### src/rtl/hwt_pkg.sv
package hwt_pkg;
  localparam int CNT_W   = 16;
  localparam int PRE_W   = 12;
  localparam int ADDR_W  = 2;

  typedef enum logic [ADDR_W-1:0] {
    REG_START = 2'd0,
    REG_RANGE = 2'd1,
    REG_LIVE  = 2'd2,
    REG_FLAG  = 2'd3
  } hwt_reg_e;

  // Next count value on a step: one lower, never below zero.
  function automatic logic [CNT_W-1:0] hwt_step(input logic [CNT_W-1:0] c);
    return (c == '0) ? '0 : c - 1'b1;
  endfunction

  // A step on a count of one ends the interval.
  function automatic logic hwt_last(input logic [CNT_W-1:0] c);
    return c == {{(CNT_W-1){1'b0}}, 1'b1};
  endfunction

  // Zero-extend a single status bit into a read word.
  function automatic logic [CNT_W-1:0] hwt_bit_word(input logic b);
    return {{(CNT_W-1){1'b0}}, b};
  endfunction
endpackage

### src/rtl/hwt_tick_sync.sv
module hwt_tick_sync #(
  parameter int STAGES = 2
) (
  input  logic clk,
  input  logic rst_n,
  input  logic slow_clk_i,
  output logic slow_tick_o
);
  logic [STAGES-1:0] chain_q;
  logic              prev_q;

  generate
    for (genvar i = 0; i < STAGES; i++) begin : g_stage
      if (i == 0) begin : g_first
        always_ff @(posedge clk or negedge rst_n)
          if (!rst_n) chain_q[i] <= 1'b0;
          else        chain_q[i] <= slow_clk_i;
      end else begin : g_next
        always_ff @(posedge clk or negedge rst_n)
          if (!rst_n) chain_q[i] <= 1'b0;
          else        chain_q[i] <= chain_q[i-1];
      end
    end
  endgenerate

  always_ff @(posedge clk or negedge rst_n)
    if (!rst_n) prev_q <= 1'b0;
    else        prev_q <= chain_q[STAGES-1];

  assign slow_tick_o = chain_q[STAGES-1] & ~prev_q;

  AST_TICK_SINGLE: assert property (@(posedge clk) disable iff (!rst_n)
    slow_tick_o |=> !slow_tick_o);
endmodule

### src/rtl/hwt_prescale.sv
module hwt_prescale #(
  parameter int PRE_W = 12
) (
  input  logic clk,
  input  logic rst_n,
  input  logic restart_i,
  input  logic long_range_i,
  input  logic slow_tick_i,
  output logic step_o
);
  localparam logic [PRE_W-1:0] PRE_MAX = {PRE_W{1'b1}};

  logic [PRE_W-1:0] pre_q;
  logic             wrap;

  assign wrap   = slow_tick_i && (pre_q == PRE_MAX);
  assign step_o = long_range_i ? wrap : slow_tick_i;

  always_ff @(posedge clk or negedge rst_n)
    if (!rst_n)                          pre_q <= '0;
    else if (restart_i)                  pre_q <= '0;
    else if (long_range_i && slow_tick_i) pre_q <= pre_q + 1'b1;

  AST_PRESC_CLEARED: assert property (@(posedge clk) disable iff (!rst_n)
    restart_i |=> (pre_q == '0));
  AST_LONG_STEP_RARE: assert property (@(posedge clk) disable iff (!rst_n)
    (long_range_i && step_o) |-> (pre_q == PRE_MAX));
endmodule

### src/rtl/hwt_counter.sv
module hwt_counter
  import hwt_pkg::*;
(
  input  logic             clk,
  input  logic             rst_n,
  input  logic             load_i,
  input  logic [CNT_W-1:0] load_val_i,
  input  logic             step_i,
  output logic [CNT_W-1:0] count_o,
  output logic             expire_o
);
  logic [CNT_W-1:0] cnt_q;
  logic             run_q;
  logic             take_step;

  assign take_step = run_q && step_i && !load_i;
  assign expire_o  = take_step && hwt_last(cnt_q);
  assign count_o   = cnt_q;

  always_ff @(posedge clk or negedge rst_n)
    if (!rst_n) begin
      cnt_q <= '0;
      run_q <= 1'b0;
    end else if (load_i) begin
      cnt_q <= load_val_i;
      run_q <= (load_val_i != '0);
    end else if (take_step) begin
      cnt_q <= hwt_step(cnt_q);
      if (hwt_last(cnt_q)) run_q <= 1'b0;
    end

  AST_ONE_STEP: assert property (@(posedge clk) disable iff (!rst_n)
    take_step |=> (cnt_q == $past(cnt_q) - 1'b1));
  AST_LOAD_TAKES: assert property (@(posedge clk) disable iff (!rst_n)
    load_i |=> (cnt_q == $past(load_val_i)));
  AST_IDLE_HOLDS: assert property (@(posedge clk) disable iff (!rst_n)
    (!run_q && !load_i) |=> $stable(cnt_q));
  AST_ZERO_DISARMS: assert property (@(posedge clk) disable iff (!rst_n)
    (load_i && load_val_i == '0) |=> !run_q);
  AST_EXPIRE_ONCE: assert property (@(posedge clk) disable iff (!rst_n)
    expire_o |=> (!expire_o && cnt_q == '0));
endmodule

### src/rtl/hib_wake_timer.sv
module hib_wake_timer
  import hwt_pkg::*;
#(
  parameter int SYNC_STAGES = 2
) (
  input  logic              clk,
  input  logic              rst_n,
  input  logic              slow_clk_i,
  input  logic [ADDR_W-1:0] bus_addr_i,
  input  logic              bus_wr_i,
  input  logic [CNT_W-1:0]  bus_wdata_i,
  output logic [CNT_W-1:0]  bus_rdata_o,
  output logic              irq_o,
  output logic              wake_o
);
  logic             slow_tick;
  logic             cnt_step;
  logic             expire;
  logic [CNT_W-1:0] live_count;
  logic [CNT_W-1:0] start_q;
  logic             range_q;
  logic             flag_q;
  logic             wake_q;
  logic             wr_start, wr_range, wr_flag_clear;

  assign wr_start      = bus_wr_i && (bus_addr_i == REG_START);
  assign wr_range      = bus_wr_i && (bus_addr_i == REG_RANGE);
  assign wr_flag_clear = bus_wr_i && (bus_addr_i == REG_FLAG) && bus_wdata_i[0];

  hwt_tick_sync #(.STAGES(SYNC_STAGES)) u_sync (
    .clk         (clk),
    .rst_n       (rst_n),
    .slow_clk_i  (slow_clk_i),
    .slow_tick_o (slow_tick)
  );

  hwt_prescale #(.PRE_W(PRE_W)) u_pre (
    .clk          (clk),
    .rst_n        (rst_n),
    .restart_i    (wr_start),
    .long_range_i (range_q),
    .slow_tick_i  (slow_tick),
    .step_o       (cnt_step)
  );

  hwt_counter u_cnt (
    .clk        (clk),
    .rst_n      (rst_n),
    .load_i     (wr_start),
    .load_val_i (bus_wdata_i),
    .step_i     (cnt_step),
    .count_o    (live_count),
    .expire_o   (expire)
  );

  always_ff @(posedge clk or negedge rst_n)
    if (!rst_n) begin
      start_q <= '0;
      range_q <= 1'b0;
      flag_q  <= 1'b0;
      wake_q  <= 1'b0;
    end else begin
      if (wr_start) start_q <= bus_wdata_i;
      if (wr_range) range_q <= bus_wdata_i[0];
      if (expire)             flag_q <= 1'b1;
      else if (wr_flag_clear) flag_q <= 1'b0;
      wake_q <= expire;
    end

  always_comb begin
    unique case (bus_addr_i)
      REG_START: bus_rdata_o = start_q;
      REG_RANGE: bus_rdata_o = hwt_bit_word(range_q);
      REG_LIVE:  bus_rdata_o = live_count;
      default:   bus_rdata_o = hwt_bit_word(flag_q);
    endcase
  end

  assign irq_o  = flag_q;
  assign wake_o = wake_q;

  AST_FLAG_STICKY: assert property (@(posedge clk) disable iff (!rst_n)
    (flag_q && !wr_flag_clear) |=> flag_q);
  AST_SET_WINS: assert property (@(posedge clk) disable iff (!rst_n)
    expire |=> (flag_q && wake_o));
  AST_WAKE_PULSE: assert property (@(posedge clk) disable iff (!rst_n)
    wake_o |=> !wake_o);
  AST_NO_SPURIOUS_WAKE: assert property (@(posedge clk) disable iff (!rst_n)
    $rose(flag_q) |-> wake_o);
endmodule

### config.mk
export PLATFORM = sky130hd
export DESIGN_NAME = hib_wake_timer
export DESIGN_NICKNAME = d
export VERILOG_FILES = /design/src/rtl/hwt_pkg.sv /design/src/rtl/hwt_tick_sync.sv /design/src/rtl/hwt_prescale.sv /design/src/rtl/hwt_counter.sv /design/src/rtl/hib_wake_timer.sv
export SDC_FILE = /design/constraint.sdc
export NUM_CORES = 1
export LEC_CHECK = 0
export BUFFER_PORTS_ARGS = -buffer_cell sky130_fd_sc_hd__buf_2
export CAP_MARGIN = 20
export CORE_MARGIN = 2
export CORE_UTILIZATION = 51
export CTS_CLUSTER_DIAMETER = 40
export DETAILED_ROUTE_END_ITERATION = 6
export HOLD_SLACK_MARGIN = 0.06
export PLACE_DENSITY = 0.75
export SYNTH_ARGS = -nofsm -noshare
export SYNTH_HDL_FRONTEND = slang
export SYNTH_SLANG_ARGS = --single-unit
### constraint.sdc
create_clock -name clk -period 2.6 [get_ports clk]
set_clock_uncertainty 0.1 [all_clocks]
set_input_delay 0.52 -clock clk [delete_from_list [all_inputs] [get_ports clk]]
set_output_delay 0.52 -clock clk [all_outputs]
set_load 0.005 [all_outputs]
==> summary.md <==
| Metric | Value |
|---|---|
| Syn avg cell area | 9.03 sq um |
| Slowest-stage cell, CP | or4_1 |
| Share of cells above drive strength 1 | 20.5% |
| N_diodes | 0 |
| Vias/cell | 5.69 |
| Final WS setup | 0.0906 ns |
| Die width | 76.9 microns |
| WP data required | 2.73 ns |
| Net count, final | 372 |
| Die Area | 5910 sq um |
| Fillers | 466 |
| Num CTS Buffers | 5 |
| Yosys cell types | 46 |
| TritonCTS clock tree | yes |
| Ys flop type | dfrtp_1 |
| Instance count of the mapped netlist | 300 |
| TNS Setup | 0 ns |
| Pleak | 1.48 nW |
| Layout area overhead | 16.0% |
| Die span in y | 76.9 microns |
| Hold Buf Count CTS | 0 |
| Row cnt | 26 |
| H-tree depth | 2 |
| Period utilization | 96.5% |
| Leading area contributor after synthesis | dfrtp_1 |
| Largest delay share family, worst path | simple AND/OR/NAND/NOR gates |
| Clk sinks | 51 |
| Crit Path Max Fanout | 4 |
| Vias | 2367 |
| Worst hold path class | input pin to async pin |
| Fmax | 399 MHz |
| Utilization after layout | 61.5% |
| Starting Density | 53.0% |
| Residual DRC | 0 |
| Int Power | 1.39 mW |
| Pwr dens | 660 nW/um^2 |
| Slew margin rel. | 34.8% |
| Max-slew violations | 0 |
| Total power draw | 2.07 mW |
| Post-DP HPWL | 4750 microns |
| NetSw | 683 uW |
| Type of destination of the critical path | register |
| Post-synth top cells | nand2_1 (58), dfrtp_1 (51), nor2_1 (36) |
| Register area share after synthesis | 47.1% |
| Post-CTS setup buffers | 0 |
| Measured slew at the worst slew-check pin | 0.978 ns |
| Crit Path Class | register to register |
| Placed Area | 3060 sq um |
| R2R depth | 7 |
| Most numerous cell in the Yosys netlist | nand2_1 |
| Minimum clock period | 2.51 ns |
| WP buf/inv | 1 |
| Worst-Skew Late Latency | 0.30 ns |
| # IOs | 40 |
| Initial antenna violation count | 0 |
| Max cap viols | 0 |
| Number of synthesized register bits | 51 |
| Root buffer cell | clkbuf_8 |
| Final hold vios | 0 |
| Syn_nets | 325 |
| Critical Path Max Stage Delay | 0.43 ns |
| Worst setup SP type | register |
| DRT iter0 DRCs | 106 |
| Post-Place Worst Slack | 0.0672 ns |
| GP Congestion | 0.885 |
| Run status | finished clean |
| Asr flop ratio synth | 100% |
| Reg power frac | 50.9% |
| Worst ir drop on vdd | 0.356 mV |
| Share of the synthesized area in the top cell type | 47.1% |
| EDFF count, synth | 0 |
| Synth top area cells | dfrtp_1 (47%), nand2_1 (8.0%), mux2i_1 (5.5%) |
| Grt ovf | 0 |
| Worst EP arrival | 2.64 ns |
| Core Box Area | 5110 sq um |
| Clk buf depth | 2 |
| Vias in the first global route | 2419 |
| Mapped Area | 2710 sq um |
| Ys Warns | 0 |
| Port buffer count | 39 |
| Largest net degree at the start of global routing | 40 |
| Final WL | 6420 microns |
| Clk network pwr share | 20.0% |
| Clk slew on worst S/H paths | 0.08 ns |
| Post-cts sizing count | 0 |
| CP Cell Sequence | inv_2, ha_2, or3b_4, or3_4, or4_1, or3_1, a31oi_1 |
| DR pass1 iterations | 4 |
| Post-DRT Antenna Nets | 0 |
| WP depth | 7 |
| RSZ-0062 raised after global routing | false |
| Sw Ratio | 32.9% |
| Global-route wire length before repair | 11200 microns |
| Finish-stage setup viols | 0 |
| WL/cell | 15.4 microns |
| Logic pwr share | 29.1% |
| Global Route Usage Sum | 23.2% |
| Design area | 3140 sq um |
-- metal layers --
metal | vias up | share of wire (%) | global-route usage (%)
met2 | 65 | 48 | 38.6
met5 | - | 0 | 0
met3 | 7 | 5.6 | 4.71
li1 | 1150 | - | -
met4 | 0 | 1.1 | 7.64
met1 | 1145 | 45 | 30.5
-- layout by cell type, fill, tap and decap left out, types with 4 or more instances in the layout --
cell	netlist	layout
a21oi_1	16	16
a221o_1	7	7
buf_2	2	39
buf_4	0	15
clkbuf_8	0	5
dfrtp_1	51	51
mux2i_1	15	15
nand2_1	58	58
nand3_1	8	8
nand4_1	6	6
nor2_1	36	36
nor3_1	8	8
nor4_1	7	7
o21ai_0	10	10
or3_1	4	4
xnor2_1	8	8
xor2_1	4	4
-- flip-flops by register name (all words and copies together), names as in the netlist --
name,flops
u_sync.chain_q,2
start_q,16
u_sync.prev_q,1
wake_o,1
u_cnt.count_o,16
irq_o,1
u_cnt.run_q,1
range_q,1
u_pre.pre_q,12
-- metrics by stage --
| stage | cells | hold slack [ns] |
|---|---|---|
| finish | 416 | 0.107 |
| global route | 416 | 0.155 |
| CTS | 416 | 0.119 |
| detailed placement | 410 | 0.245 |
| global placement | 410 | 0.238 |
| floorplan | 300 | 0.124 |
-- worst paths after layout --
kind                                               from                            end  slack [ns]
max in group asynchronous                         rst_n        start_q[10]$_DFFE_PN0P_        1.76
min                                               rst_n         start_q[0]$_DFFE_PN0P_        0.11
max reg2reg                u_cnt.count_o[1]$_DFFE_PN0P_  u_cnt.count_o[14]$_DFFE_PN0P_        0.09
max                        u_cnt.count_o[1]$_DFFE_PN0P_  u_cnt.count_o[14]$_DFFE_PN0P_        0.09
min in group clk                             slow_clk_i    u_sync.chain_q[0]$_DFF_PN0_        0.22
min reg2reg                 u_sync.chain_q[0]$_DFF_PN0_    u_sync.chain_q[1]$_DFF_PN0_        0.26
-- power groups by stage --
stage | combinational, mW | sequential, mW | clock (mW)
after floorplan | 0.377 | 1.04 | 0
after global placement | 0.575 | 1.06 | 0
after detailed placement | 0.596 | 1.07 | 0
after CTS | 0.599 | 1.05 | 0.429
after global routing | 0.681 | 1.08 | 0.465
final | 0.604 | 1.06 | 0.415
-- logic make-up (layout without fill, tap and decap cells) --
logic type      count (synthesis)  count (layout)  synth area share [%]
simple gates                  149             149                  26.2
flops                          51              51                  47.1
compound gates                 49              49                  11.9
buf+inv                        19              65                  2.73
mux                            17              17                  6.79
xor+xnor                       12              12                  3.88
fa+ha+maj                       3               3                  1.39
-- final cells by class --
class	instances	area, sq um	share of cell area, %
Clock buffer	6	72.6	2.31
Multi-Input combinational cell	230	1360	43.4
Tap cell	70	87.6	2.79
Sequential cell	51	1280	40.6
Timing Repair Buffer	55	328	10.4
Inverter	4	15.0	0.478
(Power assumes the default switching activity.)
